--- src/rtl/cta_pkg.sv ---
`timescale 1ns/1ps
package cta_pkg;

  typedef enum logic [1:0] {
    MD_SOLO   = 2'd0,
    MD_TRIG   = 2'd1,
    MD_FOLLOW = 2'd2,
    MD_RSVD   = 2'd3
  } cta_mode_e;

  localparam int NUM_CK = 4;

  // A channel may lead a group: channel 0 always, other even channels on request.
  function automatic logic may_lead(input int idx, input logic req);
    if (idx == 0) return 1'b1;
    return ((idx % 2) == 0) && req;
  endfunction

  // Closest lower leading channel below idx.
  function automatic int owner_of(input logic [31:0] leads, input int idx);
    int pick;
    pick = 0;
    for (int m = 0; m < 32; m++)
      if (m < idx && leads[m]) pick = m;
    return pick;
  endfunction

  // Low-bit mask of the prescaler counter for enable k.
  function automatic int pre_mask(input int k, input int shift);
    return (1 << (k * shift)) - 1;
  endfunction

endpackage

--- src/rtl/cta_presc.sv ---
`timescale 1ns/1ps
module cta_presc import cta_pkg::*; #(
  parameter int CK_SHIFT = 1,
  localparam int PW = (NUM_CK - 1) * CK_SHIFT
) (
  input  logic              clk,
  input  logic              rst_n,
  output logic [NUM_CK-1:0] ck_en
);

  logic [PW-1:0] pcnt;

  always_ff @(posedge clk or negedge rst_n) begin
    if (!rst_n) pcnt <= '0;
    else        pcnt <= pcnt + PW'(1);
  end

  for (genvar k = 0; k < NUM_CK; k++) begin : g_en
    localparam logic [PW-1:0] MSK = PW'(pre_mask(k, CK_SHIFT));
    assign ck_en[k] = (pcnt & MSK) == MSK;
    if (k > 0) begin : g_chk
      assert_en_spaced_R1: assert property (@(posedge clk) disable iff (!rst_n)
        ck_en[k] |=> !ck_en[k]);
    end
  end

endmodule

--- src/rtl/cta_group.sv ---
`timescale 1ns/1ps
module cta_group import cta_pkg::*; #(
  parameter int NCH = 4,
  localparam int IW = (NCH > 1) ? $clog2(NCH) : 1
) (
  input  logic              clk,
  input  logic              rst_n,
  input  logic [NCH-1:0]    cfg_master,
  input  logic [2*NCH-1:0]  cfg_cks,
  input  logic [2*NCH-1:0]  cfg_mode,
  input  logic [NCH-1:0]    start_req,
  input  logic [NCH-1:0]    stop_req,
  input  logic [NCH-1:0]    irq_all,
  input  logic [NUM_CK-1:0] ck_en,
  output logic [NCH-1:0]    run,
  output logic [NCH-1:0]    run_nxt,
  output logic [NCH-1:0]    start_acc,
  output logic [NCH-1:0]    slave_trig,
  output logic [NCH-1:0]    tick,
  output logic [NCH-1:0]    trig_in,
  output logic              cfg_err
);

  logic [NCH-1:0] is_lead;
  logic [NCH-1:0] is_slave;
  logic [NCH-1:0] bad;
  logic [IW-1:0]  own [NCH];

  for (genvar n = 0; n < NCH; n++) begin : g_ch
    cta_mode_e  md;
    logic [1:0] ck_own;
    logic [1:0] ck_lead;

    assign md         = cta_mode_e'(cfg_mode[2*n +: 2]);
    assign ck_own     = cfg_cks[2*n +: 2];
    assign is_lead[n] = may_lead(n, cfg_master[n]);
    assign own[n]     = IW'(owner_of(32'(is_lead), n));
    assign ck_lead    = cfg_cks[2*own[n] +: 2];
    assign is_slave[n] = (md == MD_TRIG || md == MD_FOLLOW) && !is_lead[n];

    assign bad[n] = (md == MD_RSVD)
                 || (((n % 2) == 1) && cfg_master[n])
                 || (is_lead[n] && md != MD_SOLO)
                 || (is_slave[n] && (ck_own != ck_lead || ck_lead[1]));

    assign slave_trig[n] = is_slave[n] && (md == MD_TRIG);
    assign tick[n]       = is_slave[n] ? ck_en[ck_lead] : ck_en[ck_own];
    assign trig_in[n]    = is_slave[n] && irq_all[own[n]];

    assign start_acc[n] = start_req[n] && !bad[n]
                       && (!is_slave[n] || !run[own[n]] || start_req[own[n]]);
    assign run_nxt[n]   = !bad[n] && !stop_req[n] && (start_acc[n] || run[n]);

    assert_slave_alone_R10: assert property (@(posedge clk) disable iff (!rst_n)
      (is_slave[n] && run[own[n]] && start_req[n] && !start_req[own[n]] && !run[n])
        |=> !run[n]);
    assert_stop_wins_R12: assert property (@(posedge clk) disable iff (!rst_n)
      stop_req[n] |=> !run[n]);
    assert_bad_held_R8: assert property (@(posedge clk) disable iff (!rst_n)
      bad[n] |=> !run[n]);
  end

  always_ff @(posedge clk or negedge rst_n) begin
    if (!rst_n) begin
      run     <= '0;
      cfg_err <= 1'b0;
    end else begin
      run     <= run_nxt;
      cfg_err <= cfg_err | (|bad);
    end
  end

  assert_err_sticky_R11: assert property (@(posedge clk) disable iff (!rst_n)
    cfg_err |=> cfg_err);

endmodule

--- src/rtl/cta_channel.sv ---
`timescale 1ns/1ps
module cta_channel #(
  parameter int CW = 16
) (
  input  logic          clk,
  input  logic          rst_n,
  input  logic          run_nxt,
  input  logic          start_acc,
  input  logic          slave_trig,
  input  logic          tick,
  input  logic          trig_in,
  input  logic [CW-1:0] data,
  output logic          irq
);

  logic [CW-1:0] cnt;
  logic          active;
  logic          retrig;
  logic          step;
  logic          zero_hit;

  function automatic logic [CW-1:0] step_down(input logic [CW-1:0] cur,
                                              input logic [CW-1:0] rld);
    return (cur == '0) ? rld : cur - CW'(1);
  endfunction

  assign retrig   = run_nxt && !start_acc && slave_trig && trig_in;
  assign step     = run_nxt && !start_acc && !retrig && active && tick;
  assign zero_hit = step && (cnt == '0);

  always_ff @(posedge clk or negedge rst_n) begin
    if (!rst_n) begin
      cnt    <= '0;
      active <= 1'b0;
      irq    <= 1'b0;
    end else begin
      irq <= zero_hit;
      if (!run_nxt) begin
        active <= 1'b0;
      end else if (start_acc) begin
        cnt    <= data;
        active <= !slave_trig;
      end else if (retrig) begin
        cnt    <= data;
        active <= 1'b1;
      end else if (step) begin
        cnt <= step_down(cnt, data);
        if (zero_hit && slave_trig) active <= 1'b0;
      end
    end
  end

  assert_irq_after_tick_R2: assert property (@(posedge clk) disable iff (!rst_n)
    irq |-> $past(tick));
  assert_trig_start_R6: assert property (@(posedge clk) disable iff (!rst_n)
    ($rose(active) && $past(slave_trig)) |-> $past(trig_in));

endmodule

--- src/rtl/chained_timer_array.sv ---
`timescale 1ns/1ps
module chained_timer_array import cta_pkg::*; #(
  parameter int NCH      = 4,
  parameter int CW       = 16,
  parameter int CK_SHIFT = 1
) (
  input  logic              clk,
  input  logic              rst_n,
  input  logic [NCH-1:0]    cfg_master,
  input  logic [2*NCH-1:0]  cfg_cks,
  input  logic [2*NCH-1:0]  cfg_mode,
  input  logic [CW*NCH-1:0] cfg_data,
  input  logic [NCH-1:0]    start_req,
  input  logic [NCH-1:0]    stop_req,
  output logic [NCH-1:0]    run_status,
  output logic [NCH-1:0]    irq,
  output logic              cfg_err
);

  logic [NUM_CK-1:0] ck_en;
  logic [NCH-1:0]    run_nxt;
  logic [NCH-1:0]    start_acc;
  logic [NCH-1:0]    slave_trig;
  logic [NCH-1:0]    tick;
  logic [NCH-1:0]    trig_in;

  cta_presc #(.CK_SHIFT(CK_SHIFT)) u_presc (
    .clk   (clk),
    .rst_n (rst_n),
    .ck_en (ck_en)
  );

  cta_group #(.NCH(NCH)) u_group (
    .clk        (clk),
    .rst_n      (rst_n),
    .cfg_master (cfg_master),
    .cfg_cks    (cfg_cks),
    .cfg_mode   (cfg_mode),
    .start_req  (start_req),
    .stop_req   (stop_req),
    .irq_all    (irq),
    .ck_en      (ck_en),
    .run        (run_status),
    .run_nxt    (run_nxt),
    .start_acc  (start_acc),
    .slave_trig (slave_trig),
    .tick       (tick),
    .trig_in    (trig_in),
    .cfg_err    (cfg_err)
  );

  for (genvar n = 0; n < NCH; n++) begin : g_ch
    cta_channel #(.CW(CW)) u_ch (
      .clk        (clk),
      .rst_n      (rst_n),
      .run_nxt    (run_nxt[n]),
      .start_acc  (start_acc[n]),
      .slave_trig (slave_trig[n]),
      .tick       (tick[n]),
      .trig_in    (trig_in[n]),
      .data       (cfg_data[CW*n +: CW]),
      .irq        (irq[n])
    );
  end

  assert_irq_needs_run_R12: assert property (@(posedge clk) disable iff (!rst_n)
    (irq & ~run_status) == '0);

endmodule

--- config.mk ---
export PLATFORM = sky130hd
export DESIGN_NAME = chained_timer_array
export DESIGN_NICKNAME = d
export VERILOG_FILES = /design/src/rtl/cta_pkg.sv /design/src/rtl/cta_presc.sv /design/src/rtl/cta_group.sv /design/src/rtl/cta_channel.sv /design/src/rtl/chained_timer_array.sv
export SDC_FILE = /design/constraint.sdc
export NUM_CORES = 1
export LEC_CHECK = 0
export BUFFER_PORTS_ARGS = -buffer_cell sky130_fd_sc_hd__buf_2
export CAP_MARGIN = 25
export CORE_ASPECT_RATIO = 1.5
export CORE_MARGIN = 2
export CORE_UTILIZATION = 45
export CTS_BUF_LIST = sky130_fd_sc_hd__clkbuf_4 sky130_fd_sc_hd__clkbuf_8
export CTS_CLUSTER_SIZE = 8
export DETAILED_ROUTE_END_ITERATION = 7
export PLACE_DENSITY_LB_ADDON = 0.3
export SETUP_SLACK_MARGIN = 0.5
export SLEW_MARGIN = 40
export SYNTH_ARGS = -nofsm -noshare
export SYNTH_HDL_FRONTEND = slang
export SYNTH_SLANG_ARGS = --single-unit
--- constraint.sdc ---
create_clock -name clk -period 3.9 [get_ports clk]
set_clock_uncertainty 0.1 [all_clocks]
set_input_delay 0.195 -clock clk [delete_from_list [all_inputs] [get_ports clk]]
set_output_delay 0.195 -clock clk [all_outputs]
set_load 0.02 [all_outputs]
==> flow_metrics.env, run 1 <==
export IMPL_grt_setup_unrepaired="false"
export IMPL_worstPathRequired_ps=4020
export IMPL_ys_ff_latch=80
export IMPL_place_hpwl_um=10990
export IMPL_gp_congestion=0.8746
export IMPL_core_um2=12450
export IMPL_grt_max_degree=81
export IMPL_clock_tree_htree_level_count=3
export IMPL_fmax_mhz=312.5
export IMPL_grt_first_pass_wirelength_um=24480
export IMPL_synth_seq_area_share_pct=35.01
export IMPL_cts_buffers=9
export IMPL_syn_area_per_cell_um2=8.893
export IMPL_path_cells="ha_1 > ha_1 > mux2i_1 > a211oi_1 > o41a_1 > o211ai_2 > a21oi_1 > a2bb2oi_2"
export IMPL_grt_usage_pct=22.52
export IMPL_cpLargestDelayFamily="compound AO/OA/AOI/OAI gates"
export IMPL_power_leakage_nw=2.939
export IMPL_fill_cells=1163
export IMPL_async_reset_ff_share_pct=100.0
export IMPL_yosysWarnings=0
export IMPL_portBuffers=101
export IMPL_insertion_delay_ps=360
export IMPL_setup_viol=0
export IMPL_drtAntennaViolNets=0
export IMPL_yosysUniqueCellTypes=77
export IMPL_slew_violations=0
export IMPL_reg2regPathDepth=8
export IMPL_die_y_um=142.1
export IMPL_cts_max_path_buffers=2
export IMPL_arrival_ps=3320
export IMPL_power_density_nw_per_um2=433.9
export IMPL_fin_crit_sh_pct=82.04
export IMPL_status="finished clean"
export IMPL_path_max_fanout=14
export IMPL_vias_per_cell=5.909
export IMPL_dr_pass1_iters=4
export IMPL_num_vias=5324
export IMPL_placed_cells=876
export IMPL_avgRoutedWirePerCell_um=16.53
export IMPL_drive_gt1_share_pct=21.07
export IMPL_tns_ps=0
export IMPL_cts_root_buf="clkbuf_8"
export IMPL_synth_area_um2=5718
export IMPL_syn2layout_area_growth_pct=13.94
export IMPL_critPathSlowestCell="o211ai_2"
export IMPL_overflow=0
export IMPL_nets=851
export IMPL_max_cap_viol_count=0
export IMPL_dieArea_um2=13640
export IMPL_drt_initial_drc_count=243
export IMPL_num_rows=50
export IMPL_cts_setup_buffers=0
export IMPL_path_buf_inv=0
export IMPL_grt_pass1_vias=5214
export IMPL_tightest_slew_ps=767.3
export IMPL_synth_edf_count=0
export IMPL_crit_cells=8
export IMPL_wl_um=14900
export IMPL_syn_nets=754
export IMPL_antenna_found_initial=0
export IMPL_n_antenna_cell=0
export IMPL_final_hold_viol_count=0
export IMPL_min_path_cells=3
export IMPL_cts_tree="built"
export IMPL_period_needed_ps=3200
export IMPL_netlist_instances=643
export IMPL_cpMostUsedCell="ha_1"
export IMPL_io_pins=103
export IMPL_ys_flop_type="dfrtp_1"
export IMPL_die_w_um=96.04
export IMPL_layout_common_cells="buf_2, dfrtp_1, o21ai_0"
export IMPL_cp_slowest_stage_delay_ps=660
export IMPL_layoutNonFillerInstCount=901
export IMPL_clk_pin_slew_ps=90
export IMPL_cts_num_sinks=80
export IMPL_maxSlewHeadroom_pct=48.70
export IMPL_layout_commonest_cell="buf_2"
export IMPL_ir_worst_vdd_mv=0.2799
export IMPL_worstSetupStartpointType="flip-flop"
export IMPL_min_path_type="in2reg"
export IMPL_start_util_pct=45.93
export IMPL_end_kind="flip-flop"
export IMPL_remaining_drc_errors=0
export IMPL_critPathKind="reg2reg"
[per-stage QoR]
stage	setup WS (ps)	instance area (um2)	util [%]	power, mW	hold slack [ps]
floorplan	1412	5718	-	1.979	-200.6
global placement	849.7	6240	50.12	2.214	335.2
detailed placement	744.6	6245	50.16	2.265	206.4
CTS	718.2	6513	52.31	2.857	0.008049
global route	516.3	6515	52.33	3.048	16.93
finish	700.3	6515	52.33	2.827	17.12
[area by class of cell]
class | instances | area [um2] | share of cell area (%)
Inverter | 32 | 120.1 | 1.844
Sequential cell | 80 | 2002 | 30.73
Multi-Input combinational cell | 502 | 3378 | 51.85
Timing Repair Buffer | 115 | 641.9 | 9.852
Clock buffer | 11 | 145.1 | 2.228
Tap cell | 156 | 195.2 | 2.996
Clock inverter | 5 | 32.53 | 0.4993
[power breakdown]
part / switching [mW] / internal (mW)
sequential: 0.251 / 1.04
combinational: 0.529 / 0.434
clock: 0.317 / 0.254
[state kept, by name, summed over array words and instances (netlist names)]
signal and count:
u_group.cfg_err 1, u_group.run 4, g_ch.u_ch.cnt 64, u_presc.pcnt 3, g_ch.u_ch.active 4, g_ch.u_ch.irq 4
[cells in the mapped netlist, drive strengths merged, types with 6 or more instances]
cell / instances / area [um2]
nor3b: 7 / 57.55
nand2b: 6 / 37.54
o21ai: 66 / 330.3
nor2: 53 / 209.0
a2bb2oi: 16 / 202.7
nor3: 38 / 195.2
a22oi: 13 / 97.59
a21oi: 42 / 221.5
nand4: 8 / 50.05
a31oi: 6 / 52.55
mux2i: 35 / 350.3
or3: 11 / 68.82
buf: 26 / 207.7
nor4: 17 / 125.1
o2bb2ai: 20 / 175.2
dfrtp: 80 / 2002
nand3: 15 / 75.07
nand2: 48 / 182.7
a211oi: 6 / 45.04
inv: 32 / 120.1
ha: 17 / 212.7
[tightest hold or removal path, cell delays in order]
cell and delay (ps):
buf_2 70, mux2i_1 50, o2bb2ai_1 130
[logic make-up (layout without fill, tap and decap cells)]
kind of cell	count (synthesis)	count (layout)	share of synthesized area, %
compound gates	215	215	27.07
flops	80	80	35.01
mux	35	35	6.127
fa+ha+maj	17	17	3.720
buf+inv	61	163	5.930
simple gates	232	232	21.69
xor+xnor	3	3	0.4596
[final timing paths]
kind | slack [ps] | end | startpoint
max | 700 | g_ch[3].u_ch.cnt[12] | u_presc.pcnt[0]
min | 20 | g_ch[1].u_ch.cnt[7] | cfg_data[23]
max reg2reg | 700 | g_ch[3].u_ch.cnt[12] | u_presc.pcnt[0]
min reg2reg | 380 | u_presc.pcnt[1] | u_presc.pcnt[1]
max in group asynchronous | 2880 | g_ch[3].u_ch.active | rst_n
min in group asynchronous | 330 | g_ch[1].u_ch.cnt[11] | rst_n
[per-layer routing]
metal	global-route usage, %	share of wire [%]
met5	0	0
met4	6.917	1.3
met3	3.602	5.1
met2	40.79	53
met1	26.63	40
[timing repair]
action	4_1_cts	5_1_grt
hold buffers	9	0
setup endpoints to repair	0	0
hold endpoints to repair	87	0
resized for setup	0	0
Power figures use the tool's default switching activity.
==> run 2, diff against run 1 <==
==> constraint.sdc (replaced) <==
create_clock -name clk -period 3.3 [get_ports clk]
set_clock_uncertainty 0.1 [all_clocks]
set_input_delay 0.165 -clock clk [delete_from_list [all_inputs] [get_ports clk]]
set_output_delay 0.165 -clock clk [all_outputs]
set_load 0.02 [all_outputs]
==> run 2 against run 1 <==
- final area grew 4.8%
- sequential share of layout area shrank 1.4 points
- sequential power grew 19%
- core utilization grew 2.5 points
- maximum frequency grew 19%
==> flow_metrics.env, run 2 (same netlist as run 1, synthesis figures left out) <==
export IMPL_use_met3_pct=4.078
export IMPL_top_register="g_ch.u_ch.cnt"
export IMPL_drtAntennaViolNets=0
export IMPL_dieArea_um2=13640
export IMPL_overflow=0
export IMPL_layout_commonest_cell="buf_2"
export IMPL_cts_max_path_buffers=2
export IMPL_antenna_found_initial=0
export IMPL_avgRoutedWirePerCell_um=16.39
export IMPL_dr_pass1_iters=5
export IMPL_reg2regPathDepth=8
export IMPL_start_util_pct=45.93
export IMPL_end_kind="flip-flop"
export IMPL_min_path_cells=3
export IMPL_worstSetupStartpointType="flip-flop"
export IMPL_layout_common_cells="buf_2, dfrtp_1, o21ai_0"
export IMPL_wl_um=15220
export IMPL_insertion_delay_ps=350
export IMPL_io_pins=103
export IMPL_arrival_ps=2830
export IMPL_grt_pass1_vias=5425
export IMPL_fin_crit_sh_pct=81.49
export IMPL_period_needed_ps=2689
export IMPL_cts_tree="built"
export IMPL_drive_gt1_share_pct=22.64
export IMPL_largest_register_ffs=64
export IMPL_timing_rr_end="g_ch[2].u_ch.cnt[5]"
export IMPL_remaining_drc_errors=0
export IMPL_status="finished clean"
export IMPL_path_max_fanout=17
export IMPL_syn2layout_area_growth_pct=19.37
export IMPL_ir_worst_vdd_mv=0.2849
export IMPL_r2r_start="u_presc.pcnt[0]"
export IMPL_portBuffers=101
export IMPL_power_density_nw_per_um2=497.7
export IMPL_die_w_um=96.04
export IMPL_crit_path_end="g_ch[2].u_ch.cnt[5]"
export IMPL_setup_viol=0
export IMPL_tightest_slew_ps=655.2
export IMPL_num_vias=5472
export IMPL_crit_path_start="u_presc.pcnt[0]"
export IMPL_cts_root_buf="clkbuf_8"
export IMPL_vias_per_cell=5.890
export IMPL_num_rows=50
export IMPL_maxSlewHeadroom_pct=55.98
export IMPL_clk_pin_slew_ps=90
export IMPL_slew_violations=0
export IMPL_critPathKind="reg2reg"
export IMPL_use_met2_pct=41.45
export IMPL_cts_num_sinks=80
export IMPL_die_y_um=142.1
export IMPL_max_cap_viol_count=0
export IMPL_drt_initial_drc_count=211
export IMPL_worstPathRequired_ps=3440
export IMPL_nets=879
export IMPL_grt_max_degree=47
export IMPL_n_antenna_cell=0
export IMPL_placed_cells=883
export IMPL_layoutNonFillerInstCount=929
export IMPL_power_leakage_nw=3.067
export IMPL_clock_tree_htree_level_count=3
export IMPL_place_hpwl_um=11380
export IMPL_rrSetupSlack_ps=610
export IMPL_final_hold_viol_count=0
export IMPL_grt_first_pass_wirelength_um=25270
export IMPL_fmax_mhz=371.9
export IMPL_total_power_mw=3.397
export IMPL_use_met1_pct=27.57
export IMPL_gp_congestion=0.9060
export IMPL_tns_ps=0
export IMPL_cts_buffers=9
export IMPL_grt_usage_pct=23.08
export IMPL_core_um2=12450
export IMPL_busiest_layer="met2"
export IMPL_min_path_type="in2reg"
export IMPL_grt_setup_unrepaired="false"
run 2: changes by cell type in the layout (fill, tap and decap cells not counted), moves of 2 or more:
cell	before	now
ha_1	17	15
ha_2	0	2
dlygate4sd3_1	9	26
buf_4	5	15
buf_12	0	2
run 2: final cells by class:
type / instances / area, um2
Sequential cell: 80 / 2002
Fill cell: 1154 / 5624
Inverter: 32 / 120.1
Multi-Input combinational cell: 502 / 3407
Clock buffer: 12 / 158.9
Timing Repair Buffer: 143 / 913.4
Clock inverter: 4 / 28.78
Tap cell: 156 / 195.2
run 2: worst min path at each step:
stage / from / end
2_1_floorplan: rst_n / g_ch[0].u_ch.active
3_3_place_gp: rst_n / g_ch[0].u_ch.cnt[8]
3_5_place_dp: rst_n / g_ch[0].u_ch.cnt[8]
4_1_cts: cfg_data[19] / g_ch[1].u_ch.cnt[3]
5_1_grt: cfg_data[2] / g_ch[0].u_ch.cnt[2]
6_report: cfg_data[3] / g_ch[0].u_ch.cnt[3]
run 2: critical path, stage by stage, from the launching register on:
cell and delay, ps:
dfrtp_1 470, ha_2 300, ha_2 280, mux2i_4 120
a211oi_1 320, o2111a_1 280, o21a_2 320, o21ai_0 150
a22o_1 250
run 2: power breakdown:
part	leakage, nW	internal (mW)	switching (mW)	total (mW)
combinational	1.95	0.536	0.625	1.16
clock	0.0920	0.324	0.380	0.704
sequential	1.02	1.23	0.299	1.53
run 2: timing repair:
action / CTS / global route
buffers inserted: 3 / 1
setup endpoints to repair: 37 / 46
gates cloned: 0 / 0
gates resized for setup: 5 / 4
pin swaps: 1 / 1
hold buffers: 26 / 0
endpoints found under the hold margin: 68 / 0
run 2: through the flow:
stage	utilization (%)	hold slack [ps]	instance area (um2)	worst slack [ps]
2_1_floorplan	-	-230.6	5718	812.5
3_3_place_gp	50.64	126.0	6305	325.7
3_5_place_dp	50.65	137.5	6306	256.7
4_1_cts	54.64	5.595	6803	509.5
5_1_grt	54.82	12.94	6825	499.6
6_report	54.82	22.83	6825	611.0
run 2: layer usage:
layer / wire length [um] / vias up
li1: - / 2663
met1: 6102 / 2657
met5: 0 / -
met2: 8147 / 133
met3: 743 / 19
met4: 231 / 0
==> run 3, diff against run 2 <==
--- a/config.mk
+++ b/config.mk
@@ -5,6 +5,7 @@
 export SDC_FILE = /design/constraint.sdc
 export NUM_CORES = 1
 export LEC_CHECK = 0
+export ABC_AREA = 1
 export BUFFER_PORTS_ARGS = -buffer_cell sky130_fd_sc_hd__buf_2
 export CAP_MARGIN = 25
 export CORE_ASPECT_RATIO = 1.5
==> constraint.sdc (replaced) <==
create_clock -name clk -period 2.2 [get_ports clk]
set_clock_uncertainty 0.1 [all_clocks]
set_input_delay 0.11 -clock clk [delete_from_list [all_inputs] [get_ports clk]]
set_output_delay 0.11 -clock clk [all_outputs]
set_load 0.02 [all_outputs]
==> run 3 against run 2 <==
- count of clock-buffer cells in the layout down 1
- first-iteration DRC count up 33%
- worst setup slack worse by 430 ps
- critical path depth up 1
- core utilization up 15 points
- die area up 4.8%
- power up 100%
- synthesized cell count up 38%
- clock power up 62%
- sequential share of layout area down 7.1 points
- final area up 32%
- largest cell class unchanged
- largest power group is now combinational cells
- highest routed layer unchanged
==> flow_metrics.env, run 3 <==
export IMPL_synth_seq_area_share_pct=33.35
export IMPL_dieArea_um2=14300
export IMPL_grt_pass1_vias=6619
export IMPL_cts_tree="built"
export IMPL_cts_buffers=9
export IMPL_syn2layout_area_growth_pct=50.41
export IMPL_die_y_um=145.4
export IMPL_core_um2=13020
export IMPL_yosysMostFrequentCell="nand2_1"
export IMPL_crit_path_start="u_presc.pcnt[1]"
export IMPL_tightest_slew_ps=601.4
export IMPL_num_rows=51
export IMPL_overflow=0
export IMPL_gp_congestion=0.8857
export IMPL_drt_initial_drc_count=280
export IMPL_path_max_fanout=7
export IMPL_grt_setup_unrepaired="true"
export IMPL_avgRoutedWirePerCell_um=14.39
export IMPL_power_density_nw_per_um2=754.6
export IMPL_portBuffers=101
export IMPL_post_place_ws_ps=107.1
export IMPL_vias_per_cell=5.161
export IMPL_arrival_ps=2180
export IMPL_min_path_type="in2reg"
export IMPL_r2r_start="u_presc.pcnt[1]"
export IMPL_antenna_found_initial=1
export IMPL_drive_gt1_share_pct=32.25
export IMPL_wl_um=18710
export IMPL_cts_num_sinks=80
export IMPL_syn_area_per_cell_um2=6.751
export IMPL_yosysTopAreaCell="dfrtp_1"
export IMPL_fin_crit_sh_pct=91.97
export IMPL_start_util_pct=46.11
export IMPL_slew_violations=0
export IMPL_clk_pin_slew_ps=80
export IMPL_tns_ps=0
export IMPL_ir_worst_vdd_mv=0.6624
export IMPL_nets=1247
export IMPL_io_pins=103
export IMPL_layout_common_cells="nand2_1, inv_1, buf_2"
export IMPL_syn_nets=1000
export IMPL_grt_max_degree=42
export IMPL_synthTopCellsByCount="nand2_1, inv_1, nand3_1, dfrtp_1, nor2_1"
export IMPL_n_antenna_cell=0
export IMPL_maxSlewHeadroom_pct=59.91
export IMPL_synth_top_area_share_pct=33.35
export IMPL_num_vias=6709
export IMPL_status="finished clean"
export IMPL_remaining_drc_errors=0
export IMPL_fmax_mhz=494.3
export IMPL_ys_ff_latch=80
export IMPL_end_kind="flip-flop"
export IMPL_die_w_um=98.30
export IMPL_postPlaceCellArea_um2=6930
export IMPL_total_power_mw=6.812
export IMPL_synth_area_leaders="dfrtp_1, nand2_1, inv_1"
export IMPL_power_leakage_nw=4.542
export IMPL_grt_usage_pct=24.81
export IMPL_cts_max_path_buffers=2
export IMPL_dr_pass1_iters=5
export IMPL_period_needed_ps=2023
export IMPL_grt_first_pass_wirelength_um=29210
export IMPL_place_hpwl_um=11340
export IMPL_layout_commonest_cell="nand2_1"
export IMPL_critPathKind="reg2reg"
export IMPL_worstPathRequired_ps=2350
export IMPL_max_cap_viol_count=0
export IMPL_largest_register_ffs=64
export IMPL_top_register="g_ch.u_ch.cnt"
export IMPL_drtAntennaViolNets=0
export IMPL_netlist_instances=889
export IMPL_synth_edf_count=0
export IMPL_clock_tree_htree_level_count=3
export IMPL_final_hold_viol_count=0
export IMPL_setup_viol=0
export IMPL_insertion_delay_ps=370
export IMPL_cts_root_buf="clkbuf_8"
export IMPL_worstSetupStartpointType="flip-flop"
export IMPL_async_reset_ff_share_pct=100.0
export IMPL_yosysUniqueCellTypes=45
export IMPL_ys_flop_type="dfrtp_1"
export IMPL_fin_ws_ps=176.8
export IMPL_hold_path_startpoint="cfg_master[3]"
export IMPL_fin_util_pct=69.35
export IMPL_yosysWarnings=0
export IMPL_synth_area_um2=6002
export IMPL_final_area_um2=9027
-- run 3: cell types whose count changed in the layout (fill, tap and decap cells not counted), sizes merged, moves of 30 or more --
| cell | change |
|---|---|
| nand2 | +222 |
| dlygate4sd3 | +45 |
| inv | +103 |
| nand3 | +78 |
| nor2 | +30 |
| mux2i | -35 |
| buf | +69 |
-- run 3: routing by layer --
layer	vias up	wire, um	track usage [%]
li1	3337	-	-
met1	3117	7022	26.23
met2	195	10020	46.73
met3	60	1005	4.467
met4	0	654	11.30
met5	-	0	0
-- run 3: path summary, 6_finish.rpt --
| check | endpoint | slack, ps | depth (start not counted) |
|---|---|---|---|
| worst max register to register | g_ch[2].u_ch.cnt[9] | 180 | 9 |
| worst max-delay path | g_ch[2].u_ch.cnt[9] | 180 | 9 |
| worst min register to register | g_ch[3].u_ch.cnt[15] | 390 | 2 |
| max in group asynchronous | g_ch[0].u_ch.cnt[15] | 1200 | 3 |
| worst min-delay path | u_group.run[3] | 40 | 4 |
| min in group asynchronous | g_ch[3].u_ch.cnt[8] | 170 | 2 |
-- run 3: final cells by class --
type | instances | area (um2)
multi-input cells | 649 | 3954
clock buffers | 11 | 145.1
clock inverters | 5 | 56.30
flip-flops and latches | 80 | 2004
inverters | 134 | 518.0
well taps | 159 | 198.9
repair buffers | 259 | 2116
repair inverters | 3 | 35.03
fillers | 1054 | 3990
-- run 3: timing repair --
item | 4_1_cts | 5_1_grt
buffers inserted | 43 | 14
pin swaps | 24 | 35
setup endpoints to repair | 68 | 70
endpoints found under the hold margin | 108 | 0
gates cloned | 9 | 2
resized for setup | 83 | 75
hold buffers | 71 | 0
-- run 3: critical path, stage by stage (launching register included) --
cell and delay [ps]:
dfrtp_1 390, ha_4 160, ha_4 170, nand3_1 70
nand4_1 150, o211ai_4 110, a31oi_4 310, clkinvlp_4 290
nand2_1 110, nand2_1 50
-- run 3: power breakdown --
part	switching [mW]	internal, mW	total, mW
combinational	2.00	1.53	3.53
sequential	0.366	1.78	2.15
clock	0.572	0.567	1.14
-- run 3: kinds of logic after synthesis --
logic type                 synth area share [%]
and+or+nand+nor                           36.90
buffers and inverters                     11.49
xor gates and xnor gates                  5.691
DFF                                       33.35
adders and majority gates                 3.544
AOI/OAI and AO/OA                         9.027
-- run 3: through the flow --
| stage | instances | hold WS (ps) |
|---|---|---|
| 2_1_floorplan | 889 | -285.6 |
| 3_3_place_gp | 1145 | 48.18 |
| 3_5_place_dp | 1145 | 45.85 |
| 4_1_cts | 1284 | 17.38 |
| 5_1_grt | 1300 | 43.97 |
| 6_report | 1300 | 39.67 |
